==> src/rtl/sx_pkg.sv <==
package sx_pkg;
  localparam int WORD_W    = 32;
  localparam int MODE_W    = 5;
  localparam int NUM_SAVED = 5;
  localparam int IDX_W     = $clog2(NUM_SAVED);

  localparam logic [WORD_W-1:0] DEF_MASK   = 32'hF000_00DF;
  localparam logic [WORD_W-1:0] FLAG_MASK  = 32'hF000_0000;
  localparam logic [WORD_W-1:0] CTL_MASK   = 32'h0000_00DF;
  localparam logic [WORD_W-1:0] RESET_WORD = 32'h0000_00D3;
  localparam logic [MODE_W-1:0] MODE_USER  = 5'b10000;

  typedef enum logic [1:0] {
    FLD_ALL   = 2'b00,
    FLD_FLAGS = 2'b01,
    FLD_CTL   = 2'b10,
    FLD_RSVD  = 2'b11
  } field_e;

  // Bits a write may reach, given field select and privilege
  function automatic logic [WORD_W-1:0] field_mask(logic [1:0] fld, logic user);
    logic [WORD_W-1:0] m;
    case (fld)
      FLD_ALL:   m = user ? FLAG_MASK : (FLAG_MASK | CTL_MASK);
      FLD_FLAGS: m = FLAG_MASK;
      FLD_CTL:   m = user ? '0 : CTL_MASK;
      default:   m = '0;
    endcase
    return m;
  endfunction

  function automatic logic has_bank(logic [MODE_W-1:0] mode);
    return (mode == 5'b10001) || (mode == 5'b10010) || (mode == 5'b10011) ||
           (mode == 5'b10111) || (mode == 5'b11011);
  endfunction

  function automatic logic [IDX_W-1:0] bank_of(logic [MODE_W-1:0] mode);
    logic [IDX_W-1:0] k;
    case (mode)
      5'b10001: k = IDX_W'(0);
      5'b10010: k = IDX_W'(1);
      5'b10011: k = IDX_W'(2);
      5'b10111: k = IDX_W'(3);
      default:  k = IDX_W'(4);
    endcase
    return k;
  endfunction

  function automatic logic [WORD_W-1:0] merge(logic [WORD_W-1:0] old_w,
                                              logic [WORD_W-1:0] new_w,
                                              logic [WORD_W-1:0] m);
    return (old_w & ~m) | (new_w & m & DEF_MASK);
  endfunction
endpackage

==> src/rtl/sx_access_check.sv <==
module sx_access_check
  import sx_pkg::*;
(
  input  logic              req_valid,
  input  logic              req_write,
  input  logic              req_saved,
  input  logic [1:0]        req_field,
  input  logic [MODE_W-1:0] cur_mode,
  output logic              illegal,
  output logic              wr_cur,
  output logic              wr_sav,
  output logic              rd_cur,
  output logic              rd_sav,
  output logic              bank_ok,
  output logic [IDX_W-1:0]  bank_idx,
  output logic [WORD_W-1:0] wmask
);
  logic user_mode;
  logic bad_saved;
  logic bad_field;

  always_comb begin
    user_mode = (cur_mode == MODE_USER);
    bank_ok   = has_bank(cur_mode);
    bank_idx  = bank_of(cur_mode);
    bad_saved = req_saved && (user_mode || !bank_ok);
    bad_field = req_write && (req_field == FLD_RSVD);
    illegal   = req_valid && (bad_saved || bad_field);
    wr_cur    = req_valid && req_write  && !req_saved && !illegal;
    wr_sav    = req_valid && req_write  &&  req_saved && !illegal;
    rd_cur    = req_valid && !req_write && !req_saved && !illegal;
    rd_sav    = req_valid && !req_write &&  req_saved && !illegal;
    wmask     = field_mask(req_field, user_mode);
  end
endmodule

==> src/rtl/sx_saved_bank.sv <==
module sx_saved_bank
  import sx_pkg::*;
#(
  parameter int NUM = NUM_SAVED
) (
  input  logic              clk,
  input  logic              rst_n,
  input  logic              wr_en,
  input  logic [IDX_W-1:0]  wr_idx,
  input  logic [WORD_W-1:0] wr_mask,
  input  logic [WORD_W-1:0] wr_data,
  input  logic [IDX_W-1:0]  rd_idx,
  output logic [WORD_W-1:0] rd_word
);
  logic [WORD_W-1:0] words [NUM];

  for (genvar g = 0; g < NUM; g++) begin : g_entry
    always_ff @(posedge clk or negedge rst_n) begin
      if (!rst_n)
        words[g] <= '0;
      else if (wr_en && (wr_idx == IDX_W'(g)))
        words[g] <= merge(words[g], wr_data, wr_mask);
    end
  end

  always_comb begin
    rd_word = '0;
    for (int k = 0; k < NUM; k++)
      if (rd_idx == IDX_W'(k)) rd_word = words[k];
  end
endmodule

==> src/rtl/status_xfer_unit.sv <==
module status_xfer_unit
  import sx_pkg::*;
(
  input  logic        clk,
  input  logic        rst_n,
  input  logic        req_valid,
  input  logic        req_write,
  input  logic        req_saved,
  input  logic [1:0]  req_field,
  input  logic [31:0] req_data,
  input  logic [4:0]  cur_mode,
  input  logic        ld_en,
  input  logic        ld_saved,
  input  logic [31:0] ld_data,
  output logic [31:0] rd_data,
  output logic [31:0] cur_word,
  output logic [31:0] saved_word,
  output logic        err_pulse
);
  logic              illegal_w, wr_cur_w, wr_sav_w, rd_cur_w, rd_sav_w, bank_ok_w;
  logic [IDX_W-1:0]  bank_idx_w;
  logic [WORD_W-1:0] wmask_w;
  logic [WORD_W-1:0] cur_q, bank_rd_w;
  logic              err_q;
  logic              sav_we_w;
  logic [WORD_W-1:0] sav_mask_w, sav_data_w;
  logic              ld_cur_w, ld_sav_w;

  sx_access_check u_chk (
    .req_valid (req_valid),
    .req_write (req_write),
    .req_saved (req_saved),
    .req_field (req_field),
    .cur_mode  (cur_mode),
    .illegal   (illegal_w),
    .wr_cur    (wr_cur_w),
    .wr_sav    (wr_sav_w),
    .rd_cur    (rd_cur_w),
    .rd_sav    (rd_sav_w),
    .bank_ok   (bank_ok_w),
    .bank_idx  (bank_idx_w),
    .wmask     (wmask_w)
  );

  // Load port wins over a request write in the same cycle
  always_comb begin
    ld_cur_w   = ld_en && !ld_saved;
    ld_sav_w   = ld_en &&  ld_saved && bank_ok_w;
    sav_we_w   = ld_sav_w || (wr_sav_w && !(ld_en && ld_saved));
    sav_mask_w = ld_sav_w ? DEF_MASK : wmask_w;
    sav_data_w = ld_sav_w ? ld_data  : req_data;
  end

  sx_saved_bank #(.NUM(NUM_SAVED)) u_bank (
    .clk     (clk),
    .rst_n   (rst_n),
    .wr_en   (sav_we_w),
    .wr_idx  (bank_idx_w),
    .wr_mask (sav_mask_w),
    .wr_data (sav_data_w),
    .rd_idx  (bank_idx_w),
    .rd_word (bank_rd_w)
  );

  always_ff @(posedge clk or negedge rst_n) begin
    if (!rst_n)
      cur_q <= RESET_WORD;
    else if (ld_cur_w)
      cur_q <= ld_data & DEF_MASK;
    else if (wr_cur_w)
      cur_q <= merge(cur_q, req_data, wmask_w);
  end

  always_ff @(posedge clk or negedge rst_n) begin
    if (!rst_n) err_q <= 1'b0;
    else        err_q <= illegal_w;
  end

  always_comb begin
    saved_word = bank_ok_w ? bank_rd_w : '0;
    rd_data    = rd_cur_w ? cur_q : (rd_sav_w ? saved_word : '0);
  end

  assign cur_word  = cur_q;
  assign err_pulse = err_q;
endmodule

==> config.mk <==
export PLATFORM = sky130hd
export DESIGN_NAME = status_xfer_unit
export DESIGN_NICKNAME = d
export VERILOG_FILES = /design/src/rtl/sx_pkg.sv /design/src/rtl/sx_access_check.sv /design/src/rtl/sx_saved_bank.sv /design/src/rtl/status_xfer_unit.sv
export SDC_FILE = /design/constraint.sdc
export NUM_CORES = 1
export LEC_CHECK = 0
export BUFFER_PORTS_ARGS = -buffer_cell sky130_fd_sc_hd__buf_4
export CAP_MARGIN = 20
export CORE_MARGIN = 2
export CORE_UTILIZATION = 50
export DETAILED_ROUTE_END_ITERATION = 7
export HOLD_SLACK_MARGIN = 0.08
export PLACE_DENSITY = 0.82
export SYNTH_ARGS = -nofsm -noshare
export SYNTH_HDL_FRONTEND = slang
export SYNTH_SLANG_ARGS = --single-unit
==> constraint.sdc <==
create_clock -name clk -period 2.9 [get_ports clk]
set_input_delay 0.435 -clock clk [delete_from_list [all_inputs] [get_ports clk]]
set_output_delay 0.435 -clock clk [all_outputs]
set_load 0.01 [all_outputs]
==> results of run 1 <==
-- worst max path at each step --
stage,start,cells after the start,slack (ns),end
final,cur_mode[3],7,0.29,rd_data[7]
after CTS,cur_mode[3],7,0.31,rd_data[4]
after global routing,cur_mode[3],6,0.22,rd_data[3]
after global placement,cur_mode[3],5,0.32,u_bank.words[67]$_DFFE_PN0P_
after floorplan,cur_mode[1],6,0.63,rd_data[0]
after detailed placement,cur_mode[3],5,0.28,u_bank.words[70]$_DFFE_PN0P_
-- flip-flops by register name, indices dropped and copies added, names as in the netlist --
register / flops
cur_word: 11
err_pulse: 1
u_bank.words: 55
-- synth_stat cells, types with 2 or more instances --
cell type / number / area share, %
a22o_1: 11 / 2.2
a32oi_1: 12 / 2.4
and4b_1: 4 / 0.92
buf_1: 2 / 0.17
buf_2: 7 / 0.81
buf_4: 68 / 12
clkbuf_1: 11 / 0.95
dfrtp_1: 62 / 36
dfstp_2: 5 / 3.0
inv_1: 3 / 0.26
mux2_2: 55 / 14
mux2i_1: 11 / 2.5
nand2_1: 28 / 2.4
nand3_1: 25 / 2.9
nand4_1: 2 / 0.29
nor2_1: 2 / 0.17
nor2b_1: 2 / 0.29
nor3_1: 13 / 1.5
o211ai_1: 12 / 2.1
o21ai_0: 22 / 2.5
o22ai_1: 2 / 0.29
o22ai_4: 9 / 4.2
or2_2: 11 / 1.6
-- metal layers --
| metal | part of all wire (%) | global-route usage [%] | vias to the layer above | wire length [µm] |
|---|---|---|---|---|
| li1 | - | - | 1495 | - |
| met1 | 38 | 28.27 | 1693 | 4181 |
| met2 | 51 | 37.77 | 191 | 5548 |
| met3 | 7.1 | 4.748 | 40 | 778 |
| met4 | 3.8 | 13.33 | 0 | 410 |
| met5 | 0 | 0 | - | 0 |
-- stage by stage --
step | total power (W) | setup WS, ns | hold slack, ns
3_3_place_gp | 0.001619 | 0.3211 | 0.4786
3_5_place_dp | 0.001647 | 0.2816 | 0.4866
4_1_cts | 0.002477 | 0.3139 | 0.2167
6_report | 0.002469 | 0.2888 | 0.1962
5_1_grt | 0.002572 | 0.2150 | 0.2544
2_1_floorplan | 0.001518 | 0.6281 | 0.1394
-- power breakdown --
group / total (W) / internal (W) / switching (W)
logic: 0.000489 / 0.000227 / 0.000262
registers: 0.00115 / 0.00107 / 0.0000768
clock network: 0.000830 / 0.000464 / 0.000366
-- cell families (layout without fill, tap and decap cells) --
| kind of cell | Yosys count | count (layout) |
|---|---|---|
| AND/OR/NAND/NOR | 95 | 95 |
| buffers and inverters | 94 | 102 |
| AO/OA/AOI/OAI | 80 | 80 |
| flip-flops | 67 | 67 |
| multiplexers | 66 | 66 |
| adder cells (fa/ha/maj) | 1 | 1 |
| other | 1 | 63 |
-- layout make-up --
| class | count | share of cell area, % |
|---|---|---|
| timing repair buffer | 83 | 12.92 |
| tap | 105 | 2.670 |
| clock inverter | 4 | 0.9662 |
| sequential | 67 | 34.20 |
| multi-input combinational | 305 | 45.66 |
| clock buffer | 12 | 3.356 |
| inverter | 3 | 0.2288 |
-- cell usage in the layout, fill, tap and decap left out, types with 3 or more instances in the layout --
cell type	instances
clkbuf_8	12
or2_2	11
mux2i_1	11
o211ai_1	12
o21ai_0	22
nor3_1	13
o22ai_4	9
conb_1	63
dfstp_2	5
and4b_1	4
inv_1	3
dfrtp_1	62
buf_4	82
a22o_1	11
a32oi_1	12
mux2_2	55
nand3_1	25
nand2_1	28
==> key figures, run 1 <==
Run
  • Max_cap viols: 0

Timing
  • Fmax: 383.0 MHz
  • Fin. Hold Viols: 0
  • Setup-failing EPs final: 0
  • Sum Neg Setup Slack: 0 ns
  • Relative slew margins: 43.71%
  • Min Tclk post-route: 2.611 ns
  • Worst slew pin tran: 0.8444 ns
  • RSZ-0062 raised after global routing: false
  • Pins Over Slew Limit: 0
  • Final worst path period share: 90.04%
  • Post-Route Skew: 0 ns

Synth
  • Mapped Area: 4339 µm²
  • Synthesized area per cell: 10.74 µm²
  • Synth Area in Compound Gates: 17.07%
  • Post-Synth Simple-Gate Area: 12.20%
  • Adder-cell share of the synthesized area: 0.2595%
  • Top_reg_cell synth: dfrtp_1
  • Post-synth EDFFs: 0
  • Post-synthesis register bit count: 67
  • Largest family of logic cells by synthesized area: compound AO/OA/AOI/OAI gates
  • Fraction of registers with async set/reset: 100.0%
  • Post-Synth XOR/XNOR Area: 0%
  • Sequential share of the synthesized area: 38.78%
  • Mux contribution to synthesized area: 16.81%
  • Cell variety after synth: 48
  • YS warnings: 0
  • Synth Instances: 404

Clock tree
  • Postcts setup bufs: 0
  • Clk_lat worst skew: 0.35 ns
  • Hold buffer count at CTS: 0
  • Resized cells post-CTS: 0
  • Clk slew on worst S/H paths: 0.07 ns
  • Number of CTS-inserted buffers: 9
  • Maximum clock path buffer count: 2
  • TritonCTS Sinks: 67
  • CTS tree: done
  • H-tree depth: 3
  • Clk Tree Root Cell: clkbuf_8

Floorplan
  • Starting Density: 52.28%
  • # IOs: 175
  • Chip width: 97.16 µm
  • Die footprint: 9439 µm²
  • Die Y: 97.16 µm
  • Core area: 8299 µm²
  • # rows: 33

Layout
  • Layout Cells excl Fill: 579
  • Multi-input gate area: 2247 µm²
  • Fill count: 656
  • Area grow syn2layout: 13.41%
  • Finished Cell Area: 4921 µm²
  • Fin util: 59.29%
  • Sequential cell area: 1683 µm²
  • Number of diodes: 0
  • Layout cells sized above 1: 39.45%
  • Final net count: 547

Setup path
  • CP Class: in2out
  • CP arrival: 2.18 ns
  • R2R setup slack: 1.99 ns
  • R2R cell count: 2
  • Worst r2r dst: cur_word[6]$_DFFE_PN1P_
  • Critical-path top delay cell: a311o_1
  • Max stage delay on crit path: 0.42 ns
  • CP Capture Type: output pin
  • Crit start category: input port
  • Cell Chain, Critical Path: buf_4 -> and4bb_4 -> a311o_1 -> and4b_1 -> buf_12 -> a22o_1 -> buf_4
  • Cell mode on critical path: buf_4
  • Kind of cell adding the most delay to the critical path: compound AO/OA/AOI/OAI gates
  • CP required: 2.47 ns
  • RR Startpoint: cur_word[6]$_DFFE_PN1P_
  • Crit path buf inv count: 3
  • Worst-path maximum fanout: 22

Route
  • DR vias: 3419
  • Routed WL: 10920 µm
  • Number of remaining DRC errors: 0
  • First DRT Iteration DRCs: 234
  • Antenna viol nets, final: 0
  • Pre-antenna DRT Iters: 5
  • Routed len/inst: 18.86 µm
  • Vias per inst: 5.905

Run status
  • Outcome: complete, no violations

Power
  • LEAKAGE: 2.297 nW
  • VDD IR max: 0.2421 mV
  • Pwr dens: 501.8 nW/µm²

Global route
  • Gr usage total: 23.09%
  • Global-route wire length before repair: 17190 µm
  • Largest net degree at the start of global routing: 68
  • Initial antenna violation count: 0
  • Vias in the first global route: 3339
  • Total gr overflow: 0

Placed design
  • Placed Instance Area: 4708 µm²
  • Port bufs: 69
  • Post-DP HPWL: 7675 µm
  • Placer Congestion: 0.8455
  • Placed Instances: 563

Worst hold path
  • Worst hold path class: in2async
Power figures use the tool's default switching activity.
==> run 2: changes to the inputs <==
--- a/config.mk
+++ b/config.mk
@@ -5,13 +5,14 @@
 export SDC_FILE = /design/constraint.sdc
 export NUM_CORES = 1
 export LEC_CHECK = 0
+export ABC_AREA = 1
 export BUFFER_PORTS_ARGS = -buffer_cell sky130_fd_sc_hd__buf_4
 export CAP_MARGIN = 20
 export CORE_MARGIN = 2
 export CORE_UTILIZATION = 50
 export DETAILED_ROUTE_END_ITERATION = 7
 export HOLD_SLACK_MARGIN = 0.08
-export PLACE_DENSITY = 0.82
+export PLACE_DENSITY = 0.81
 export SYNTH_ARGS = -nofsm -noshare
 export SYNTH_HDL_FRONTEND = slang
 export SYNTH_SLANG_ARGS = --single-unit
==> run 2 against run 1 <==
Effect of this change: maximum frequency grew 3.7%; power shrank 6.9%; global-route usage shrank 0.97 points; register-to-register slack gained 0.04 ns; clock skew is the same; clock power shrank 10%; worst hold slack lost 0.011 ns; sequential power shrank 4%; wire length shrank 2.8%.
==> key figures, run 2 <==
Run status
  • Outcome: complete, no violations

Clock tree
  • TritonCTS Sinks: 67 (unchanged)
  • Hold buffer count at CTS: 0 (unchanged)
  • Postcts setup bufs: 0 (unchanged)
  • Clk Tree Root Cell: clkbuf_8
  • Maximum clock path buffer count: 2 (unchanged)
  • Number of CTS-inserted buffers: 9 (unchanged)
  • CTS tree: done
  • H-tree depth: 3 (unchanged)
  • Clk slew on worst S/H paths: 0.07 ns (about the same)
  • Clk_lat worst skew: 0.34 ns (about the same)
  • Resized cells post-CTS: 0 (unchanged)

Layout
  • Sequential cell area: 1683 µm² (unchanged)
  • Number of diodes: 0 (unchanged)
  • Area grow syn2layout: 9.918%
  • Layout Cells excl Fill: 807 (+39%)
  • Commonest cells after routing, fill and taps aside: 243 x nand2_1, 75 x buf_4, 63 x conb_1, 62 x dfrtp_1, 56 x nand4_1
  • Final net count: 772 (+41%)
  • Fill count: 791 (+21%)
  • Number of flip-flops in the largest register: 55 (unchanged)
  • Multi-input gate area: 2236 µm² (-0.50%)
  • Finished Cell Area: 5006 µm² (+1.7%)
  • Layout cells sized above 1: 16.60% (-23 points)
  • Commonest non-fill, non-tap cell in the layout: nand2_1
  • Register bank with the most flops: u_bank.words

Timing
  • Fmax: 397.3 MHz (+3.7%)
  • Worst slew pin tran: 0.8600 ns (+0.01560 ns)
  • Setup-failing EPs final: 0 (unchanged)
  • Pins Over Slew Limit: 0 (unchanged)
  • Relative slew margins: 42.67% (-1.0 points)
  • Sum Neg Setup Slack: 0 ns (unchanged)
  • Fin. Hold Viols: 0 (unchanged)
  • Worst Slack Setup Final: 0.3830 ns (+0.09416 ns)
  • Min Tclk post-route: 2.517 ns (-0.09416 ns)
  • Post-Route Skew: 0 ns (unchanged)
  • RSZ-0062 raised after global routing: false
  • Final worst path period share: 86.79% (-3.2 points)

Synth
  • Cell taking the most area after synthesis: dfrtp_1
  • Mapped Area: 4554 µm² (+5.0%)
  • Sequential share of the synthesized area: 36.95% (-1.8 points)
  • Cell variety after synth: 28 (-42%)
  • YS warnings: 0 (unchanged)
  • Synth Instances: 640 (+58%)
  • Fraction of registers with async set/reset: 100.0% (unchanged)
  • Synthesized area per cell: 7.116 µm² (-34%)
  • Top_reg_cell synth: dfrtp_1
  • Post-synth EDFFs: 0 (unchanged)
  • Top-area cell type share of the netlist area: 34.07% (-1.7 points)
  • Most common cell in the netlist: nand2_1
  • Largest cells by area after synthesis: dfrtp_1 34%, nand2_1 20%, buf_4 11%
  • Post-synthesis register bit count: 67 (unchanged)
  • Post-synth top cells: 243 x nand2_1, 65 x buf_4, 62 x dfrtp_1

Setup path
  • Cell Chain, Critical Path: buf_4 -> inv_1 -> nand2_1 -> nand3_2 -> nand2_1 -> a21oi_1 -> inv_1 -> nand3_1 -> nand2_1 -> buf_4
  • Worst-path maximum fanout: 21 (-4.5%)
  • CP Class: in2out
  • Max stage delay on crit path: 0.41 ns (about the same)
  • CP required: 2.47 ns (about the same)
  • Critical-path top delay cell: nand2_1
  • CP Capture Type: output pin
  • Cell mode on critical path: nand2_1
  • CP arrival: 2.08 ns (-0.10 ns)
  • Crit start category: input port

Power
  • Logic pwr share: 19.5% (-0.3 points)
  • Psw: 0.0007070 W (+0.31%)
  • Pint: 0.001591 W (-9.8%)
  • Sequential Power Share: 48.0% (+1.4 points)
  • Pwr dens: 459.1 nW/µm² (-8.5%)
  • LEAKAGE: 2.846 nW (+24%)
  • Switching share of power: 30.76% (+2.2 points)
  • Clk pwr share: 32.5% (-1.1 points)
  • Total Power: 0.002298 W (-6.9%)
  • VDD IR max: 0.3830 mV (+58%)

Route
  • First DRT Iteration DRCs: 385 (+65%)
  • Antenna viol nets, final: 0 (unchanged)
  • Pre-antenna DRT Iters: 7 (+2)
  • Vias per inst: 5.186 (-12%)
  • Routed WL: 10610 µm (-2.8%)
  • DR vias: 4185 (+22%)
  • Number of remaining DRC errors: 0 (unchanged)
  • Routed len/inst: 13.15 µm (-30%)

Global route
  • Global-route wire length before repair: 17920 µm (+4.2%)
  • Total gr overflow: 0 (unchanged)
  • Initial antenna violation count: 0 (unchanged)
  • Largest net degree at the start of global routing: 68 (unchanged)
  • Vias in the first global route: 3760 (+13%)
  • Gr usage total: 22.12% (-0.97 points)

Floorplan
  • # IOs: 175 (unchanged)
  • Chip width: 99.44 µm (+2.4%)
  • Core area: 8763 µm² (+5.6%)
  • Die footprint: 9888 µm² (+4.8%)
  • # rows: 34 (+3.0%)
  • Starting Density: 51.97% (-0.31 points)
  • Die Y: 99.44 µm (+2.4%)

Placed design
  • Port bufs: 69 (unchanged)
  • Placer Congestion: 0.8850 (+4.7%)
  • Post-DP HPWL: 7795 µm (+1.6%)
  • Pre-CTS WS: 0.4208 ns (+0.1392 ns)
  • Placed Instances: 791 (+40%)
  • Placed Instance Area: 4821 µm² (+2.4%)

Worst hold path
  • Worst hold path class: in2async

Run
  • Max_cap viols: 0 (unchanged)
[run 2: cell count changes after synthesis, moves of 12 or more]
cell	previous run	this run
inv_1	3	48
mux2_2	55	0
nand3_1	25	46
a21oi_1	0	21
o211ai_1	12	0
a32oi_1	12	0
nor2_1	2	29
o21ai_0	22	1
nand2_1	28	243
nand4_1	2	56
[run 2: power groups by stage]
stage                     Sequential [W]  Clock [W]  Combinational, W
final                            0.00110   0.000747          0.000447
after global routing             0.00112   0.000804          0.000502
after CTS                        0.00110   0.000759          0.000445
after detailed placement         0.00112          0          0.000444
after global placement           0.00111          0          0.000434
after floorplan                  0.00111          0          0.000334
[run 2: area by class of cell]
class,count,share of cell area (%)
clock buffer,11,2.624
clock inverter,5,1.075
inverter,49,3.674
multi-input combinational,491,44.66
sequential,67,33.62
tap,108,2.699
timing repair buffer,76,11.65
[run 2: per-layer routing]
layer	global-route usage, %	vias up	share of wire [%]
met2	36.12	213	49
met3	2.741	19	6.7
met1	30.31	1906	42
met4	8.219	0	2.0
met5	0	-	0
li1	-	2047	-
[run 2: metrics by stage]
stage,hold WS (ns),utilization (%)
final,0.1849,57.12
after global routing,0.2770,57.12
after CTS,0.2314,57.12
after detailed placement,0.4580,55.01
after global placement,0.4538,55.01
after floorplan,0.1394,-
[run 2: kinds of logic (layout without fill, tap and decap cells)]
kind of cell / after synthesis / after routing / share of synthesized area [%]
simple gates: 399 / 399 / 40.58
flops: 67 / 67 / 36.95
compound gates: 29 / 29 / 3.324
other cells: 1 / 63 / 0.08234
buf+inv: 144 / 141 / 19.07
[run 2: worst paths after layout]
path | from | depth (start not counted) | endpoint | slack, ns
setup / recovery | cur_mode[0] | 10 | rd_data[4] | 0.38
hold / removal | rst_n | 1 | cur_word[28]$_DFFE_PN0P_ | 0.18
setup reg to reg | cur_word[7]$_DFFE_PN1P_ | 2 | cur_word[7]$_DFFE_PN1P_ | 2.03
hold reg to reg | u_bank.words[70]$_DFFE_PN0P_ | 2 | u_bank.words[70]$_DFFE_PN0P_ | 0.47
max in group asynchronous | rst_n | 1 | u_bank.words[129]$_DFFE_PN0P_ | 2.14
min in group clk | ld_data[0] | 3 | cur_word[0]$_DFFE_PN1P_ | 0.32
[run 2: critical path, delay by kind of cell]
family	cells	cell delay, ns
and+or+nand+nor	5	0.83
buffers and inverters	4	0.45
AOI/OAI and AO/OA	1	0.36
==> run 3: changes to the inputs <==
--- a/config.mk
+++ b/config.mk
@@ -9,10 +9,10 @@
 export BUFFER_PORTS_ARGS = -buffer_cell sky130_fd_sc_hd__buf_4
 export CAP_MARGIN = 20
 export CORE_MARGIN = 2
-export CORE_UTILIZATION = 50
+export CORE_UTILIZATION = 45
 export DETAILED_ROUTE_END_ITERATION = 7
 export HOLD_SLACK_MARGIN = 0.08
-export PLACE_DENSITY = 0.81
+export PLACE_DENSITY = 0.74
 export SYNTH_ARGS = -nofsm -noshare
 export SYNTH_HDL_FRONTEND = slang
 export SYNTH_SLANG_ARGS = --single-unit
==> run 3 against run 2 <==
Effect of this change: power rose by 5.1%; critical path type unchanged; final cell count grew 3.1%; non-clock buffer count increased by 1; critical path depth decreased by 1; global-route usage is 1.5 points lower; cell area increased by 1.4%; sequential power is essentially flat; core utilization is 5.4 points lower; count of clock-buffer cells in the layout is 1 lower; register-to-register slack better by 0.04 ns.
==> key figures, run 3 (synthesis results as in run 2) <==
Floorplan
  • Die Y: 104.6 µm (+5.2%)
  • Starting Density: 46.38% (-5.6 points)
  • Chip width: 104.6 µm (+5.2%)
  • Die footprint: 10940 µm² (+11%)
  • # IOs: 175 (unchanged)
  • Core area: 9819 µm² (+12%)
  • # rows: 36 (+5.9%)

Clock tree
  • Postcts setup bufs: 0 (unchanged)
  • Clk_lat worst skew: 0.34 ns (about the same)
  • Clk Tree Root Cell: clkbuf_8
  • Maximum clock path buffer count: 2 (unchanged)
  • Clk slew on worst S/H paths: 0.08 ns (about the same)
  • Resized cells post-CTS: 0 (unchanged)
  • CTS tree: done
  • Hold buffer count at CTS: 0 (unchanged)
  • TritonCTS Sinks: 67 (unchanged)
  • H-tree depth: 3 (unchanged)
  • Number of CTS-inserted buffers: 9 (unchanged)

Global route
  • Largest net degree at the start of global routing: 68 (unchanged)
  • Global-route wire length before repair: 18640 µm (+4.0%)
  • Vias in the first global route: 3889 (+3.4%)
  • Gr usage total: 20.64% (-1.5 points)
  • Initial antenna violation count: 0 (unchanged)
  • Total gr overflow: 0 (unchanged)

Setup path
  • CP Class: in2out
  • CP arrival: 1.94 ns (-0.14 ns)
  • Crit start category: input port
  • R2R cell count: 2 (unchanged)
  • Worst r2r dst: cur_word[7]$_DFFE_PN1P_
  • RR Startpoint: cur_word[7]$_DFFE_PN1P_
  • Worst-path maximum fanout: 11 (-48%)
  • CP Capture Type: output pin
  • R2R setup slack: 2.07 ns (+0.04 ns)
  • CP required: 2.47 ns (about the same)

Run status
  • Outcome: complete, no violations

Route
  • Pre-antenna DRT Iters: 5 (-2)
  • First DRT Iteration DRCs: 327 (-15%)
  • Vias per inst: 5.076 (-2.1%)
  • Antenna viol nets, final: 0 (unchanged)
  • Number of remaining DRC errors: 0 (unchanged)
  • Routed len/inst: 13.18 µm (+0.28%)
  • Routed WL: 10970 µm (+3.4%)
  • DR vias: 4223 (+0.91%)

Timing
  • Fin. Hold Viols: 0 (unchanged)
  • Final worst path period share: 81.73% (-5.1 points)
  • Setup-failing EPs final: 0 (unchanged)
  • RSZ-0062 raised after global routing: false
  • Worst slew pin tran: 0.8637 ns (+0.003686 ns)
  • Fmax: 421.9 MHz (+6.2%)
  • Sum Neg Setup Slack: 0 ns (unchanged)
  • Post-Route Skew: 0 ns (unchanged)
  • Relative slew margins: 42.42% (-0.25 points)
  • Pins Over Slew Limit: 0 (unchanged)
  • Min Tclk post-route: 2.370 ns (-0.1467 ns)
  • Worst Slack Setup Final: 0.5297 ns (+0.1467 ns)

Layout
  • Final net count: 773 (+0.13%)
  • Fin util: 51.68% (-5.4 points)
  • Register bank with the most flops: u_bank.words
  • Number of diodes: 0 (unchanged)
  • Layout cells sized above 1: 16.88% (+0.29 points)
  • Sequential cell area: 1683 µm² (unchanged)
  • Fill count: 933 (+18%)
  • Commonest cells after routing, fill and taps aside: 243 x nand2_1, 76 x buf_4, 63 x conb_1, 62 x dfrtp_1, 56 x nand4_1
  • Multi-input gate area: 2236 µm² (unchanged)
  • Area grow syn2layout: 11.43%
  • Finished Cell Area: 5075 µm² (+1.4%)
  • Commonest non-fill, non-tap cell in the layout: nand2_1
  • Number of flip-flops in the largest register: 55 (unchanged)

Placed design
  • Placed Instance Area: 4860 µm² (+0.80%)
  • Port bufs: 69 (unchanged)
  • Placer Congestion: 0.9003 (+1.7%)
  • Pre-CTS WS: 0.4698 ns (+0.04896 ns)
  • Post-DP HPWL: 7876 µm (+1.0%)

Run
  • Max_cap viols: 0 (unchanged)

Power
  • LEAKAGE: 2.862 nW (+0.57%)
  • VDD IR max: 0.2734 mV (-29%)
  • Pwr dens: 476.2 nW/µm² (+3.7%)

Worst hold path
  • Worst hold path class: in2async
-- run 3: changes by cell type in the layout (fill, tap and decap cells not counted) --
cell        previous run  this run
clkinvlp_4             0         1
clkinv_2               3         2
clkbuf_1               2         0
clkbuf_8               9        10
bufinv_16              1         2
clkinv_4               1         0
buf_4                 75        76
-- run 3: area by class of cell --
| class | instances | area share [%] |
|---|---|---|
| multi-input cells | 491 | 44.06 |
| clock inverters | 5 | 1.529 |
| well taps | 133 | 3.279 |
| flip-flops and latches | 67 | 33.16 |
| inverters | 49 | 3.624 |
| clock buffers | 10 | 2.712 |
| repair buffers | 77 | 11.64 |
-- run 3: worst max-delay path by stage --
stage	startpoint	to	slack (ns)
after floorplan	cur_mode[2]	saved_word[28]	1.02
after global placement	cur_mode[3]	u_bank.words[32]$_DFFE_PN0P_	0.49
after detailed placement	cur_mode[4]	u_bank.words[131]$_DFFE_PN0P_	0.47
after CTS	cur_mode[4]	rd_data[4]	0.52
after global routing	cur_mode[4]	rd_data[4]	0.36
final	cur_mode[4]	rd_data[4]	0.53
-- run 3: per-stage QoR --
step | hold WS, ns | std cells | total power, W
floorplan | 0.1394 | 702 | 0.001448
global placement | 0.4536 | 817 | 0.001553
detailed placement | 0.4585 | 817 | 0.001567
CTS | 0.2354 | 832 | 0.002425
global route | 0.2495 | 832 | 0.002532
finish | 0.2004 | 832 | 0.002417
-- run 3: where the power goes --
group,internal (W),total [W],leakage (nW),switching (W)
sequential,0.00104,0.00110,0.885,0.0000622
clock,0.000500,0.000864,0.108,0.000364
combinational,0.000157,0.000450,1.87,0.000293
-- run 3: routing by layer --
| metal | global-route usage [%] | part of all wire (%) | up-vias |
|---|---|---|---|
| met5 | 0 | 0 | - |
| met4 | 6.095 | 1.4 | 0 |
| met3 | 4.304 | 7.4 | 17 |
| met2 | 32.96 | 47 | 191 |
| met1 | 28.36 | 44 | 1966 |
| li1 | - | - | 2049 |
-- run 3: critical path, cell delays in order --
cell and delay (ns):
buf_4 0.08, inv_1 0.06, nor2_2 0.16, nand3_2 0.13
nand4_2 0.11, and3_1 0.51, nand3_1 0.21, nand2_1 0.11
buf_4 0.12
